File: src/rtl/sync_gate_pkg.sv
package sync_gate_pkg;

  typedef enum logic [1:0] {
    SEL_DELAY = 2'd0,
    SEL_TIP   = 2'd1,
    SEL_BP    = 2'd2
  } cntSel_e;

  typedef enum logic [1:0] {
    ST_IDLE  = 2'd0,
    ST_DELAY = 2'd1,
    ST_TIP   = 2'd2,
    ST_BP    = 2'd3
  } gateState_e;

  // strobes from control to datapath
  typedef struct packed {
    logic    load;
    cntSel_e sel;
  } ctlStrobe_t;

  function automatic int nsToCycles(input longint clkHz, input longint ns);
    longint prod;
    prod = (clkHz / 64'd1000) * ns;
    return int'(prod / 64'd1000000);
  endfunction

  // divide a base count by a rate value, zero treated as one, never below 1
  function automatic int scaledCount(input int base, input int rate);
    int r;
    int q;
    r = (rate == 0) ? 1 : rate;
    q = base / r;
    return (q < 1) ? 1 : q;
  endfunction

  function automatic int maxOf3(input int a, input int b, input int c);
    int m;
    m = (a > b) ? a : b;
    return (m > c) ? m : c;
  endfunction

endpackage

File: src/rtl/sync_gate_dp.sv
module sync_gate_dp
  import sync_gate_pkg::*;
#(
  parameter int RATE_W     = 4,
  parameter int CNT_W      = 8,
  parameter int DELAY_BASE = 40,
  parameter int TIP_BASE   = 100,
  parameter int BP_BASE    = 125
) (
  input  logic              clk,
  input  logic              rstN,
  input  logic              syncIn,
  input  logic [RATE_W-1:0] rateSel,
  input  ctlStrobe_t        strobe,
  output logic              fallEdge,
  output logic              riseEdge,
  output logic              cntLast
);

  localparam int RATES = 1 << RATE_W;

  logic syncMeta;
  logic syncStable;
  logic syncPrev;

  // two-flop synchroniser plus one history flop, idle level high
  always_ff @(posedge clk or negedge rstN) begin
    if (!rstN) begin
      syncMeta   <= 1'b1;
      syncStable <= 1'b1;
      syncPrev   <= 1'b1;
    end else begin
      syncMeta   <= syncIn;
      syncStable <= syncMeta;
      syncPrev   <= syncStable;
    end
  end

  assign fallEdge = syncPrev & ~syncStable;
  assign riseEdge = ~syncPrev & syncStable;

  // rate-scaled count tables, one entry per rate code
  logic [CNT_W-1:0] delayTab [RATES];
  logic [CNT_W-1:0] tipTab   [RATES];
  logic [CNT_W-1:0] bpTab    [RATES];

  for (genvar gi = 0; gi < RATES; gi++) begin : g_tab
    localparam int DV = scaledCount(DELAY_BASE, gi);
    localparam int TV = scaledCount(TIP_BASE, gi);
    localparam int BV = scaledCount(BP_BASE, gi);
    assign delayTab[gi] = CNT_W'(DV);
    assign tipTab[gi]   = CNT_W'(TV);
    assign bpTab[gi]    = CNT_W'(BV);
  end

  logic [CNT_W-1:0] loadVal;

  always_comb begin
    unique case (strobe.sel)
      SEL_DELAY: loadVal = delayTab[rateSel];
      SEL_TIP:   loadVal = tipTab[rateSel];
      SEL_BP:    loadVal = bpTab[rateSel];
      default:   loadVal = bpTab[rateSel];
    endcase
  end

  logic [CNT_W-1:0] cnt;

  // single shared down-counter, parks at zero
  always_ff @(posedge clk or negedge rstN) begin
    if (!rstN) begin
      cnt <= '0;
    end else if (strobe.load) begin
      cnt <= loadVal;
    end else if (cnt != '0) begin
      cnt <= cnt - CNT_W'(1);
    end
  end

  assign cntLast = (cnt == CNT_W'(1));


  load_nonzero_chk: assert property (@(posedge clk) disable iff (!rstN)
    strobe.load |=> cnt != '0);

endmodule

File: src/rtl/sync_gate_ctrl.sv
module sync_gate_ctrl
  import sync_gate_pkg::*;
(
  input  logic       clk,
  input  logic       rstN,
  input  logic       fallEdge,
  input  logic       riseEdge,
  input  logic       cntLast,
  output ctlStrobe_t strobe,
  output logic       tipGate,
  output logic       bpGate,
  output logic       tipCut
);

  gateState_e state;
  gateState_e stateNext;
  logic       cutNext;

  always_comb begin
    stateNext     = state;
    strobe.load   = 1'b0;
    strobe.sel    = SEL_DELAY;
    cutNext       = 1'b0;
    if (fallEdge) begin
      // leading edge always restarts from the delay phase
      stateNext   = ST_DELAY;
      strobe.load = 1'b1;
      strobe.sel  = SEL_DELAY;
    end else if (riseEdge) begin
      // trailing edge ends any tip phase and starts back porch
      stateNext   = ST_BP;
      strobe.load = 1'b1;
      strobe.sel  = SEL_BP;
      cutNext     = (state == ST_TIP);
    end else begin
      unique case (state)
        ST_DELAY: if (cntLast) begin
          stateNext   = ST_TIP;
          strobe.load = 1'b1;
          strobe.sel  = SEL_TIP;
        end
        ST_TIP:   if (cntLast) stateNext = ST_IDLE;
        ST_BP:    if (cntLast) stateNext = ST_IDLE;
        default:  stateNext = ST_IDLE;
      endcase
    end
  end

  always_ff @(posedge clk or negedge rstN) begin
    if (!rstN) begin
      state  <= ST_IDLE;
      tipCut <= 1'b0;
    end else begin
      state  <= stateNext;
      tipCut <= cutNext;
    end
  end

  assign tipGate = (state == ST_TIP);
  assign bpGate  = (state == ST_BP);


  tip_cut_chk: assert property (@(posedge clk) disable iff (!rstN)
    riseEdge && tipGate |=> !tipGate && bpGate && tipCut);


  cut_single_chk: assert property (@(posedge clk) disable iff (!rstN)
    tipCut |=> !tipCut);


  delay_cut_chk: assert property (@(posedge clk) disable iff (!rstN)
    riseEdge && (state == ST_DELAY) |=> bpGate && !tipGate && !tipCut);


  restart_chk: assert property (@(posedge clk) disable iff (!rstN)
    fallEdge |=> !tipGate && !bpGate);


  tip_from_delay_chk: assert property (@(posedge clk) disable iff (!rstN)
    $rose(tipGate) |-> $past(state) == ST_DELAY);


  gate_excl_chk: assert property (@(posedge clk) disable iff (!rstN)
    $onehot0({tipGate, bpGate, tipCut && tipGate}));

endmodule

File: src/rtl/sync_gate_timer.sv
module sync_gate_timer
  import sync_gate_pkg::*;
#(
  parameter int CLK_HZ       = 50_000_000,
  parameter int TIP_DELAY_NS = 800,
  parameter int TIP_WIDTH_NS = 2000,
  parameter int BP_WIDTH_NS  = 2500,
  parameter int RATE_W       = 4
) (
  input  logic              clk,
  input  logic              rstN,
  input  logic              syncIn,
  input  logic [RATE_W-1:0] rateSel,
  output logic              tipGate,
  output logic              bpGate,
  output logic              tipCut
);

  localparam int DELAY_BASE = nsToCycles(CLK_HZ, TIP_DELAY_NS);
  localparam int TIP_BASE   = nsToCycles(CLK_HZ, TIP_WIDTH_NS);
  localparam int BP_BASE    = nsToCycles(CLK_HZ, BP_WIDTH_NS);
  localparam int MAX_BASE   = maxOf3(DELAY_BASE, TIP_BASE, BP_BASE);
  localparam int CNT_W      = $clog2(MAX_BASE + 2);

  ctlStrobe_t strobe;
  logic       fallEdge;
  logic       riseEdge;
  logic       cntLast;

  sync_gate_dp #(
    .RATE_W    (RATE_W),
    .CNT_W     (CNT_W),
    .DELAY_BASE(DELAY_BASE),
    .TIP_BASE  (TIP_BASE),
    .BP_BASE   (BP_BASE)
  ) u_dp (
    .clk     (clk),
    .rstN    (rstN),
    .syncIn  (syncIn),
    .rateSel (rateSel),
    .strobe  (strobe),
    .fallEdge(fallEdge),
    .riseEdge(riseEdge),
    .cntLast (cntLast)
  );

  sync_gate_ctrl u_ctrl (
    .clk     (clk),
    .rstN    (rstN),
    .fallEdge(fallEdge),
    .riseEdge(riseEdge),
    .cntLast (cntLast),
    .strobe  (strobe),
    .tipGate (tipGate),
    .bpGate  (bpGate),
    .tipCut  (tipCut)
  );

endmodule

File: config.mk
export PLATFORM = sky130hd
export DESIGN_NAME = sync_gate_timer
export DESIGN_NICKNAME = d
export VERILOG_FILES = /design/src/rtl/sync_gate_pkg.sv /design/src/rtl/sync_gate_dp.sv /design/src/rtl/sync_gate_ctrl.sv /design/src/rtl/sync_gate_timer.sv
export SDC_FILE = /design/constraint.sdc
export NUM_CORES = 1
export LEC_CHECK = 0
export BUFFER_PORTS_ARGS = -buffer_cell sky130_fd_sc_hd__buf_2
export CAP_MARGIN = 20
export CORE_MARGIN = 5
export CORE_UTILIZATION = 54
export DETAILED_ROUTE_END_ITERATION = 10
export PLACE_DENSITY = 0.83
export SYNTH_ARGS = -nofsm -noshare
export SYNTH_HDL_FRONTEND = slang
export SYNTH_SLANG_ARGS = --single-unit
File: constraint.sdc
create_clock -name clk -period 2.3 [get_ports clk]
set_input_delay 0.115 -clock clk [delete_from_list [all_inputs] [get_ports clk]]
set_output_delay 0.115 -clock clk [all_outputs]
set_load 0.02 [all_outputs]
==> impl_results.md, run 1 <==
* Hold path startpoint: rateSel[1]
* Vias per cell at 6.08
* Setup Fix Bufs, Post-CTS at 0
* Dpl ws at 0.482 ns
* Post-synth ARST share at 1.00
* Leakage Power at 0.540 nW
* VDD IR-drop max at 324 uV
* Global-route wire length before repair at 4140 um
* Total track usage at 0.163
* Max Clk Rate at 547 MHz
* Max_cap viols at 0
* Post-Syn Area per Cell at 8.32 um^2
* Setup violations, final at 0
* Overall Power at 0.849 mW
* Number of core rows at 16
* Final core occ at 0.620
* Antenna diodes at 0
* Slew HR at 0.687
* Biggest area consumer among synthesized cells: dfrtp_1
* CP max FO at 8
* Final hold violations at 0
* Initial antenna violation count at 0
* Status: finished, final reports clean
* Clock power frac at 0.170
* Post-Route Skew at 0.000844 ns
* CTS clock-pin slew for the worst setup and hold paths at 0.08 ns
* Initial DRC count at 35
* Sequential-to-total area share from yosys stat at 0.295
* Slowest cell on crit path: or4_1
* Largest net degree at the start of global routing at 20
* Ranking of synthesized cells by area: dfrtp_1 (22%), ha_1 (11%), dfstp_2 (7.1%)
* Clk buf depth at 2
* Top-area cell type share of the netlist area at 0.224
* Gr ovfl total at 0
* Most common cell after layout, fill and taps aside: nand2_1
* Worst-Skew Late Latency at 0.28 ns
* Critical path capture point type: flip-flop
* Final critical-path required period at 1.83 ns
* TritonRoute pass-1 iters at 4
* CP Cell Sequence: inv_1, ha_1, and4bb_2, nand2_4, or4_1, nand4_1, o21ai_1
* DRT antenna net count at 0
* Inserted Clock Buffers at 3
* Vias in the first global route at 907
* Post-Syn Area at 1110 um^2
* Layout cells sized above 1 at 0.147
* Fin cells at 170
* DRC errors left at 0
* Die width at 55.4 um
* Commonest cells after routing, fill and taps aside: nand2_1 (20), ha_1 (10), dfrtp_1 (10)
* Fin. max-slew vios at 0
* Reg power frac at 0.411
* Placed insts at 164
* Cell internal pwr at 0.510 mW
* CP Launch Point: u_dp.cnt[1]$_DFFE_PN0P_
* Final net count at 161
* CTS tree: built
* Netlist cell types at 43
* CP top delay family: simple AND/OR/NAND/NOR gates
* CTS sink count at 13
* Worst Path Required at 2.47 ns
* Crit Path Class: reg2reg
* Root buffer cell: clkbuf_4
* Routability Congestion at 0.857
* Die Span Y at 55.4 um
* Pwr Density at 698 nW/um^2
* Worst setup SP type: flip-flop
* Final Cell Area at 1220 um^2
* Via Count at 1,033
* I/O pin count at 10
* Critical R2R Launch: u_dp.cnt[1]$_DFFE_PN0P_
* Final worst slack at 0.473 ns
* Net Switching at 0.340 mW
* Syn_nets at 151
* Die ar. at 3070 um^2
* CP max stage delay at 0.48 ns
* Final wirelength at 2460 um
* Synth warnings at 0
* WP buf/inv at 1
* EDFF count, synth at 0
* Placed inst area at 1170 um^2
* Hold Crit Class: in2reg
* Average wire per standard cell at 14.5 um
* Tcrit/Tclk final at 0.794
* CTS HTree Levels at 1
* Top Metal Used: met4
* WL met1 at 1040 um
* #FFs+latches synth at 13
* Routed wl met2 at 1220 um
* Cell count after synthesis at 134
* Core area at 1960 um^2
* Primary FF master, synth: dfrtp_1
* Post-DP HPWL at 1860 um
* Arr. time, crit path at 2.00 ns
* Routed wl met3 at 140 um
* Initial core utilization at 0.568
* Combinational power share at 0.418
* RSZ-0062 raised after global routing: false
* IO buf count at 9
* Net Sw Frac at 0.400
* Layout overhead on the synthesized area at 9.09%
* Hold slack at 0.204 ns
* Final TNS setup at 0 ns
* Slew at the pin closest to its max-slew limit at 0.464 ns
cells in the mapped netlist, types with 2 or more instances:
cell,n
nand2_1,20
dfrtp_1,10
ha_1,10
nor2_1,9
o21ai_0,9
inv_1,8
a21oi_1,7
a31oi_1,7
clkbuf_1,4
mux2i_1,4
nor2b_1,4
dfstp_2,3
nor3_1,3
o211ai_1,3
and2_1,2
nand2b_1,2
nand3b_1,2
xnor2_1,2
path summary, 6_finish.rpt:
path                                             endpoint  slack, ns  depth (start not counted)
min in group asynchronous         u_dp.cnt[6]$_DFFE_PN0P_       0.23                          2
max in group asynchronous         u_dp.syncPrev$_DFF_PN1_       1.79                          2
worst min register to register  u_dp.syncStable$_DFF_PN1_       0.36                          0
worst min-delay path              u_dp.cnt[3]$_DFFE_PN0P_       0.20                          2
worst max-delay path              u_dp.cnt[4]$_DFFE_PN0P_       0.47                          7
worst max register to register    u_dp.cnt[4]$_DFFE_PN0P_       0.47                          7
layout make-up:
cell class                 count  area [um^2]
clock buffer                   4         26.3
timing repair buffer          11         65.1
sequential                    13          329
fill                         180          746
tap                           27         33.8
inverter                       8         30.0
multi-input combinational    107          732
power groups by stage:
stage | logic [mW] | clock network, mW | registers (mW)
final | 0.355 | 0.145 | 0.349
after global routing | 0.393 | 0.155 | 0.358
after CTS | 0.357 | 0.146 | 0.348
after detailed placement | 0.351 | 0 | 0.352
after global placement | 0.335 | 0 | 0.348
after floorplan | 0.277 | 0 | 0.336
sequential cells by signal (all words and copies together), names as in the netlist:
| signal | cells |
|---|---|
| u_ctrl.tipCut | 1 |
| u_dp.cnt | 7 |
| u_dp.syncMeta | 1 |
| u_ctrl.state | 2 |
| u_dp.syncStable | 1 |
| u_dp.syncPrev | 1 |
per-layer routing:
layer,track usage,vias up
li1,-,505
met1,0.211,479
met2,0.270,44
met3,0.0117,5
met4,0.0833,0
met5,0,-
timing repair:
action / in CTS / in global routing
resized for setup: 0 / 0
setup endpoints to repair: 0 / 0
endpoints found under the hold margin: 14 / 0
hold buffers: 2 / 0
logic make-up after synthesis:
group | synth area share
buf+inv | 0.0482
compound gates | 0.196
mux | 0.0662
fa+ha+maj | 0.112
simple gates | 0.258
xor+xnor | 0.0236
flops | 0.295
No activity file was read; power rests on OpenSTA's default activity.
==> run 2: changes to the inputs <==
clock period = 1.85 ns   (was 2.3 ns; I/O delays follow)
==> run 2 against run 1 <==
  * Non-clock buffer count is 5 higher
  * Sequential share of layout area is 0.97 points lower
  * Count of clock-buffer cells in the layout stayed put
  * Sequential power is 27% higher
  * Setup slack worse by 0.38 ns
  * Worst hold slack worse by 0.0045 ns
  * Die area stayed put
  * Cell count is 2.9% higher
  * Critical path depth stayed put
  * Sequential cell count stayed put
  * Routed wire length is 5.7% higher
  * Utilization is 2.3 points higher
  * Highest routed layer unchanged
==> impl_results.md, run 2 (synthesis results as in run 1) <==
* Net Sw Frac at 0.401 (+0.00113)
* CTS HTree Levels at 1 (unchanged)
* Crit Path Class: reg2reg
* Final wirelength at 2600 um (+5.7%)
* Cell internal pwr at 0.657 mW (+29%)
* CTS sink count at 13 (unchanged)
* Pwr Density at 870 nW/um^2 (+25%)
* Top flop regs: u_dp.cnt (7), u_ctrl.state (2)
* Final worst slack at 0.0961 ns (-0.377 ns)
* Final critical-path required period at 1.75 ns (-0.0732 ns)
* VDD IR-drop max at 418 uV (+29%)
* Average wire per standard cell at 14.8 um (+2.7%)
* Routability Congestion at 0.928 (+8.3%)
* Largest net degree at the start of global routing at 20 (unchanged)
* Most common cell after layout, fill and taps aside: nand2_1
* WP buf/inv at 1 (unchanged)
* Vias per cell at 5.94 (-2.2%)
* Core area at 1960 um^2 (unchanged)
* Slew at the pin closest to its max-slew limit at 0.321 ns (-0.143 ns)
* Reg power frac at 0.404 (-0.007)
* Layout cells sized above 1 at 0.196 (+0.0491)
* Max_cap viols at 0 (unchanged)
* Die ar. at 3070 um^2 (unchanged)
* Leakage Power at 0.567 nW (+5.0%)
* Largest register by flop count: u_dp.cnt
* Worst Path Required at 2.02 ns (-0.45 ns)
* Vias in the first global route at 998 (+10%)
* CTS tree: built
* Clock power frac at 0.162 (-0.008)
* Number of core rows at 16 (unchanged)
* Combinational power share at 0.435 (+0.017)
* Initial DRC count at 63 (+80%)
* Initial antenna violation count at 0 (unchanged)
* Inserted Clock Buffers at 3 (unchanged)
* Final hold violations at 0 (unchanged)
* Slew HR at 0.784 (+0.0967)
* Dpl ws at 0.0512 ns (-0.430 ns)
* Clk buf depth at 2 (unchanged)
* CP max FO at 8 (unchanged)
* Worst-Skew Late Latency at 0.28 ns (about the same)
* CTS clock-pin slew for the worst setup and hold paths at 0.08 ns (about the same)
* Hold Path Depth at 2 (unchanged)
* RSZ-0062 raised after global routing: true
* # fillers at 185 (+2.8%)
* Gr ovfl total at 0 (unchanged)
* Hold slack at 0.200 ns (-0.00448 ns)
* Post-Route Skew at 0.00135 ns (+0.000509 ns)
* Fin. max-slew vios at 0 (unchanged)
* Root buffer cell: clkbuf_4
* CP Cell Sequence: inv_2, ha_1, and4bb_2, nand2_4, or4_1, nand4_1, o21ai_1
* I/O pin count at 10 (unchanged)
* Setup violations, final at 0 (unchanged)
* CP top delay family: simple AND/OR/NAND/NOR gates
* Slowest cell on crit path: or4_1
* Die Span Y at 55.4 um (unchanged)
* Antenna diodes at 0 (unchanged)
* Hold Crit Class: in2reg
* TritonRoute pass-1 iters at 4 (unchanged)
* Worst setup SP type: flip-flop
* Global-route wire length before repair at 4400 um (+6.2%)
* Net Switching at 0.440 mW (+30%)
* Largest register FFs at 7 (unchanged)
* Critical path capture point type: flip-flop
* IO buf count at 9 (unchanged)
* Die width at 55.4 um (unchanged)
* Initial core utilization at 0.568 (unchanged)
* Tcrit/Tclk final at 0.948 (+0.154)
* Arr. time, crit path at 1.92 ns (-0.08 ns)
* Final net count at 166 (+3.1%)
* Status: finished, final reports clean
* Post-DP HPWL at 1920 um (+2.8%)
* Commonest cells after routing, fill and taps aside: nand2_1 (20), ha_1 (10), dfrtp_1 (10)
* DRC errors left at 0 (unchanged)
* Stages on worst setup path at 7 (unchanged)
* Max Clk Rate at 570 MHz (+4.2%)
* Total track usage at 0.172 (+0.00896)
* CP max stage delay at 0.48 ns (about the same)
* Worst Reg-to-Reg Cells at 7 (unchanged)
* Via Count at 1,040 (+0.68%)
* DRT antenna net count at 0 (unchanged)
* Layout overhead on the synthesized area at 13.1%
-- run 2: final cells by class --
type	instances	area (um^2)	share of cell area
Clock buffer	4	26.3	0.0208
Inverter	8	30.0	0.0238
Multi-Input combinational cell	107	739	0.586
Sequential cell	13	329	0.261
Tap cell	27	33.8	0.0268
Timing Repair Buffer	16	103	0.0813
-- run 2: worst paths after layout --
| kind | startpoint | endpoint | slack (ns) |
|---|---|---|---|
| worst max-delay path | u_dp.cnt[1]$_DFFE_PN0P_ | u_dp.cnt[4]$_DFFE_PN0P_ | 0.1 |
| worst min-delay path | rateSel[1] | u_dp.cnt[3]$_DFFE_PN0P_ | 0.20 |
| worst max register to register | u_dp.cnt[1]$_DFFE_PN0P_ | u_dp.cnt[4]$_DFFE_PN0P_ | 0.1 |
| worst min register to register | u_dp.syncMeta$_DFF_PN1_ | u_dp.syncStable$_DFF_PN1_ | 0.36 |
| max in group asynchronous | rstN | u_dp.syncPrev$_DFF_PN1_ | 1.34 |
| min in group asynchronous | rstN | u_ctrl.state[0]$_DFFE_PN0P_ | 0.23 |
-- run 2: what timing repair did --
item	in CTS	in global routing
endpoints found under the hold margin	14	0
hold buffers	2	0
setup endpoints to repair	0	2
buffers inserted	0	2
resized for setup	0	3
-- run 2: stage by stage --
| step | cell area, um^2 | util | std cells | power (mW) | TNS (ns) |
|---|---|---|---|---|---|
| final | 1260 | 0.643 | 175 | 1.10 | 0 |
| after global routing | 1260 | 0.643 | 175 | 1.17 | -0.0225 |
| after CTS | 1240 | 0.631 | 173 | 1.07 | 0 |
| after detailed placement | 1190 | 0.608 | 167 | 0.883 | 0 |
| after global placement | 1190 | 0.608 | 167 | 0.857 | 0 |
| after floorplan | 1110 | - | 134 | 0.762 | 0 |
-- run 2: power groups by stage --
| stage | Sequential (mW) | Clock, mW | Combinational, mW |
|---|---|---|---|
| 2_1_floorplan | 0.418 | 0 | 0.345 |
| 3_3_place_gp | 0.435 | 0 | 0.422 |
| 3_5_place_dp | 0.443 | 0 | 0.439 |
| 4_1_cts | 0.439 | 0.182 | 0.448 |
| 5_1_grt | 0.452 | 0.184 | 0.536 |
| 6_report | 0.443 | 0.177 | 0.477 |
-- run 2: metal layers --
metal / global-route usage / routed length (um)
met5: 0 / 0
met2: 0.292 / 1220
met4: 0.0729 / 56
met1: 0.226 / 1140
met3: 0.00699 / 179
==> run 3: changes to the inputs <==
PLACE_DENSITY = 0.73   (was 0.83)
==> run 3 against run 2 <==
  * Critical path depth down 2
  * Routed wire length down 4.0%
  * Count of clock-buffer cells in the layout unchanged
  * Clock power down 4%
  * Via count down 4.4%
  * Critical path type unchanged
  * Largest power group unchanged
  * Highest routed layer unchanged
==> impl_results.md, run 3 (synthesis results as in run 1) <==
* Status: finished, final reports clean
* DRT antenna net count at 0 (unchanged)
* Gr ovfl total at 0 (unchanged)
* Worst setup SP type: flip-flop
* Most common cell after layout, fill and taps aside: nand2_1
* CTS HTree Levels at 1 (unchanged)
* Final net count at 166 (unchanged)
* Max Clk Rate at 570 MHz (-0.10%)
* Combinational power share at 0.426 (-0.009)
* Crit Path Class: reg2reg
* Post-Route Skew at 0.00480 ns (+0.00344 ns)
* Arr. time, crit path at 1.91 ns (about the same)
* Clk buf depth at 2 (unchanged)
* Hold slack at 0.209 ns (+0.00947 ns)
* TritonRoute pass-1 iters at 4 (unchanged)
* Cell internal pwr at 0.641 mW (-2.4%)
* Final wirelength at 2500 um (-4.0%)
* Worst-Skew Late Latency at 0.27 ns (about the same)
* Number of core rows at 16 (unchanged)
* IO buf count at 9 (unchanged)
* Global-route wire length before repair at 4170 um (-5.2%)
* Routability Congestion at 0.917 (-1.2%)
* Initial core utilization at 0.568 (unchanged)
* Vias per cell at 5.68 (-4.4%)
* Worst Path Required at 2.01 ns (about the same)
* Fin. max-slew vios at 0 (unchanged)
* Largest register FFs at 7 (unchanged)
* Tcrit/Tclk final at 0.949 (+0.000996)
* Die width at 55.4 um (unchanged)
* RSZ-0062 raised after global routing: false
* Final critical-path required period at 1.76 ns (+0.00184 ns)
* Setup violations, final at 0 (unchanged)
* Final TNS setup at 0 ns (unchanged)
* Net Sw Frac at 0.393 (-0.00785)
* Clock power frac at 0.161 (about the same)
* Pwr Density at 843 nW/um^2 (-3.1%)
* Antenna diodes at 0 (unchanged)
* Post-DP HPWL at 1960 um (+2.2%)
* Net Switching at 0.416 mW (-5.6%)
* Average wire per standard cell at 14.3 um (-4.0%)
* CTS tree: built
* Root buffer cell: clkbuf_4
* Core area at 1960 um^2 (unchanged)
* Top flop regs: u_dp.cnt (7), u_ctrl.state (2)
* Commonest cells after routing, fill and taps aside: nand2_1 (20), ha_1 (10), dfrtp_1 (10)
* Reg power frac at 0.413 (+0.009)
* Die Span Y at 55.4 um (unchanged)
* Slew at the pin closest to its max-slew limit at 0.425 ns (+0.104 ns)
* Total track usage at 0.167 (-0.00477)
* Largest net degree at the start of global routing at 20 (unchanged)
* Setup Fix Bufs, Post-CTS at 0 (unchanged)
* Die ar. at 3070 um^2 (unchanged)
* Leakage Power at 0.564 nW (-0.46%)
* Via Count at 994 (-4.4%)
* Max_cap viols at 0 (unchanged)
* I/O pin count at 10 (unchanged)
* CTS sink count at 13 (unchanged)
* Layout cells sized above 1 at 0.182 (-0.0135)
* CTS clock-pin slew for the worst setup and hold paths at 0.08 ns (about the same)
* Layout overhead on the synthesized area at 12.5%
* Slew HR at 0.713 (-0.0702)
* Final hold violations at 0 (unchanged)
* Final Cell Area at 1250 um^2 (-0.60%)
* Inserted Clock Buffers at 3 (unchanged)
* Initial antenna violation count at 0 (unchanged)
* Placed inst area at 1210 um^2 (+1.3%)
* VDD IR-drop max at 426 uV (+1.7%)
* Initial DRC count at 27 (-57%)
* Hold Crit Class: in2reg
* CP max FO at 8 (unchanged)
* Vias in the first global route at 926 (-7.2%)
* Critical path capture point type: flip-flop
* Largest register by flop count: u_dp.cnt
* DRC errors left at 0 (unchanged)
## run 3: cell counts in the layout (fill, tap and decap cells not counted)
No cell type changed its count.
## run 3: area by class of cell
cell class / count / area [um^2]
timing repair buffer: 16 / 103
multi-input combinational: 107 / 732
clock buffer: 4 / 26.3
fill: 204 / 708
inverter: 8 / 30.0
sequential: 13 / 329
tap: 27 / 33.8
## run 3: metrics by stage
step / total power [mW] / setup WS [ns] / utilization / cells
after global placement: 0.866 / 0.149 / 0.615 / 169
after CTS: 1.06 / 0.0825 / 0.639 / 175
final: 1.06 / 0.0942 / 0.639 / 175
after detailed placement: 0.885 / 0.0954 / 0.615 / 169
after global routing: 1.14 / 0.0115 / 0.639 / 175
after floorplan: 0.762 / 0.189 / - / 134
## run 3: worst paths after layout
check / from / slack, ns / cells after the start / end
max in group asynchronous: rstN / 1.33 / 2 / u_dp.syncStable$_DFF_PN1_
hold / removal: rateSel[1] / 0.21 / 3 / u_dp.cnt[3]$_DFFE_PN0P_
hold reg to reg: u_dp.syncMeta$_DFF_PN1_ / 0.36 / 0 / u_dp.syncStable$_DFF_PN1_
min in group asynchronous: rstN / 0.24 / 2 / u_dp.cnt[3]$_DFFE_PN0P_
setup reg to reg: u_dp.cnt[2]$_DFFE_PN0P_ / 0.09 / 5 / u_dp.cnt[4]$_DFFE_PN0P_
setup / recovery: u_dp.cnt[2]$_DFFE_PN0P_ / 0.09 / 5 / u_dp.cnt[4]$_DFFE_PN0P_
## run 3: what timing repair did
| action | in CTS | in global routing |
|---|---|---|
| endpoints found under the setup margin | 0 | 1 |
| endpoints found under the hold margin | 14 | 0 |
| hold buffers | 2 | 0 |
| resized for setup | 0 | 1 |
## run 3: power groups by stage
stage | clock (mW) | combinational [mW] | sequential (mW)
after floorplan | 0 | 0.345 | 0.418
after CTS | 0.177 | 0.452 | 0.434
after global routing | 0.193 | 0.505 | 0.443
after detailed placement | 0 | 0.445 | 0.439
after global placement | 0 | 0.433 | 0.433
final | 0.170 | 0.451 | 0.436
## run 3: routing by layer
| metal | up-vias | routed length [um] | global-route usage |
|---|---|---|---|
| li1 | 510 | - | - |
| met2 | 20 | 1250 | 0.282 |
| met4 | 0 | 22 | 0.0521 |
| met1 | 460 | 1150 | 0.215 |
| met3 | 4 | 74 | 0.0303 |
| met5 | - | 0 | 0 |
## run 3: critical path: stages (launching register included)
cell,delay (ns)
dfrtp_1,0.44
nor4_4,0.43
nand2_4,0.13
or4_1,0.48
nand4_1,0.10
o21ai_1,0.06
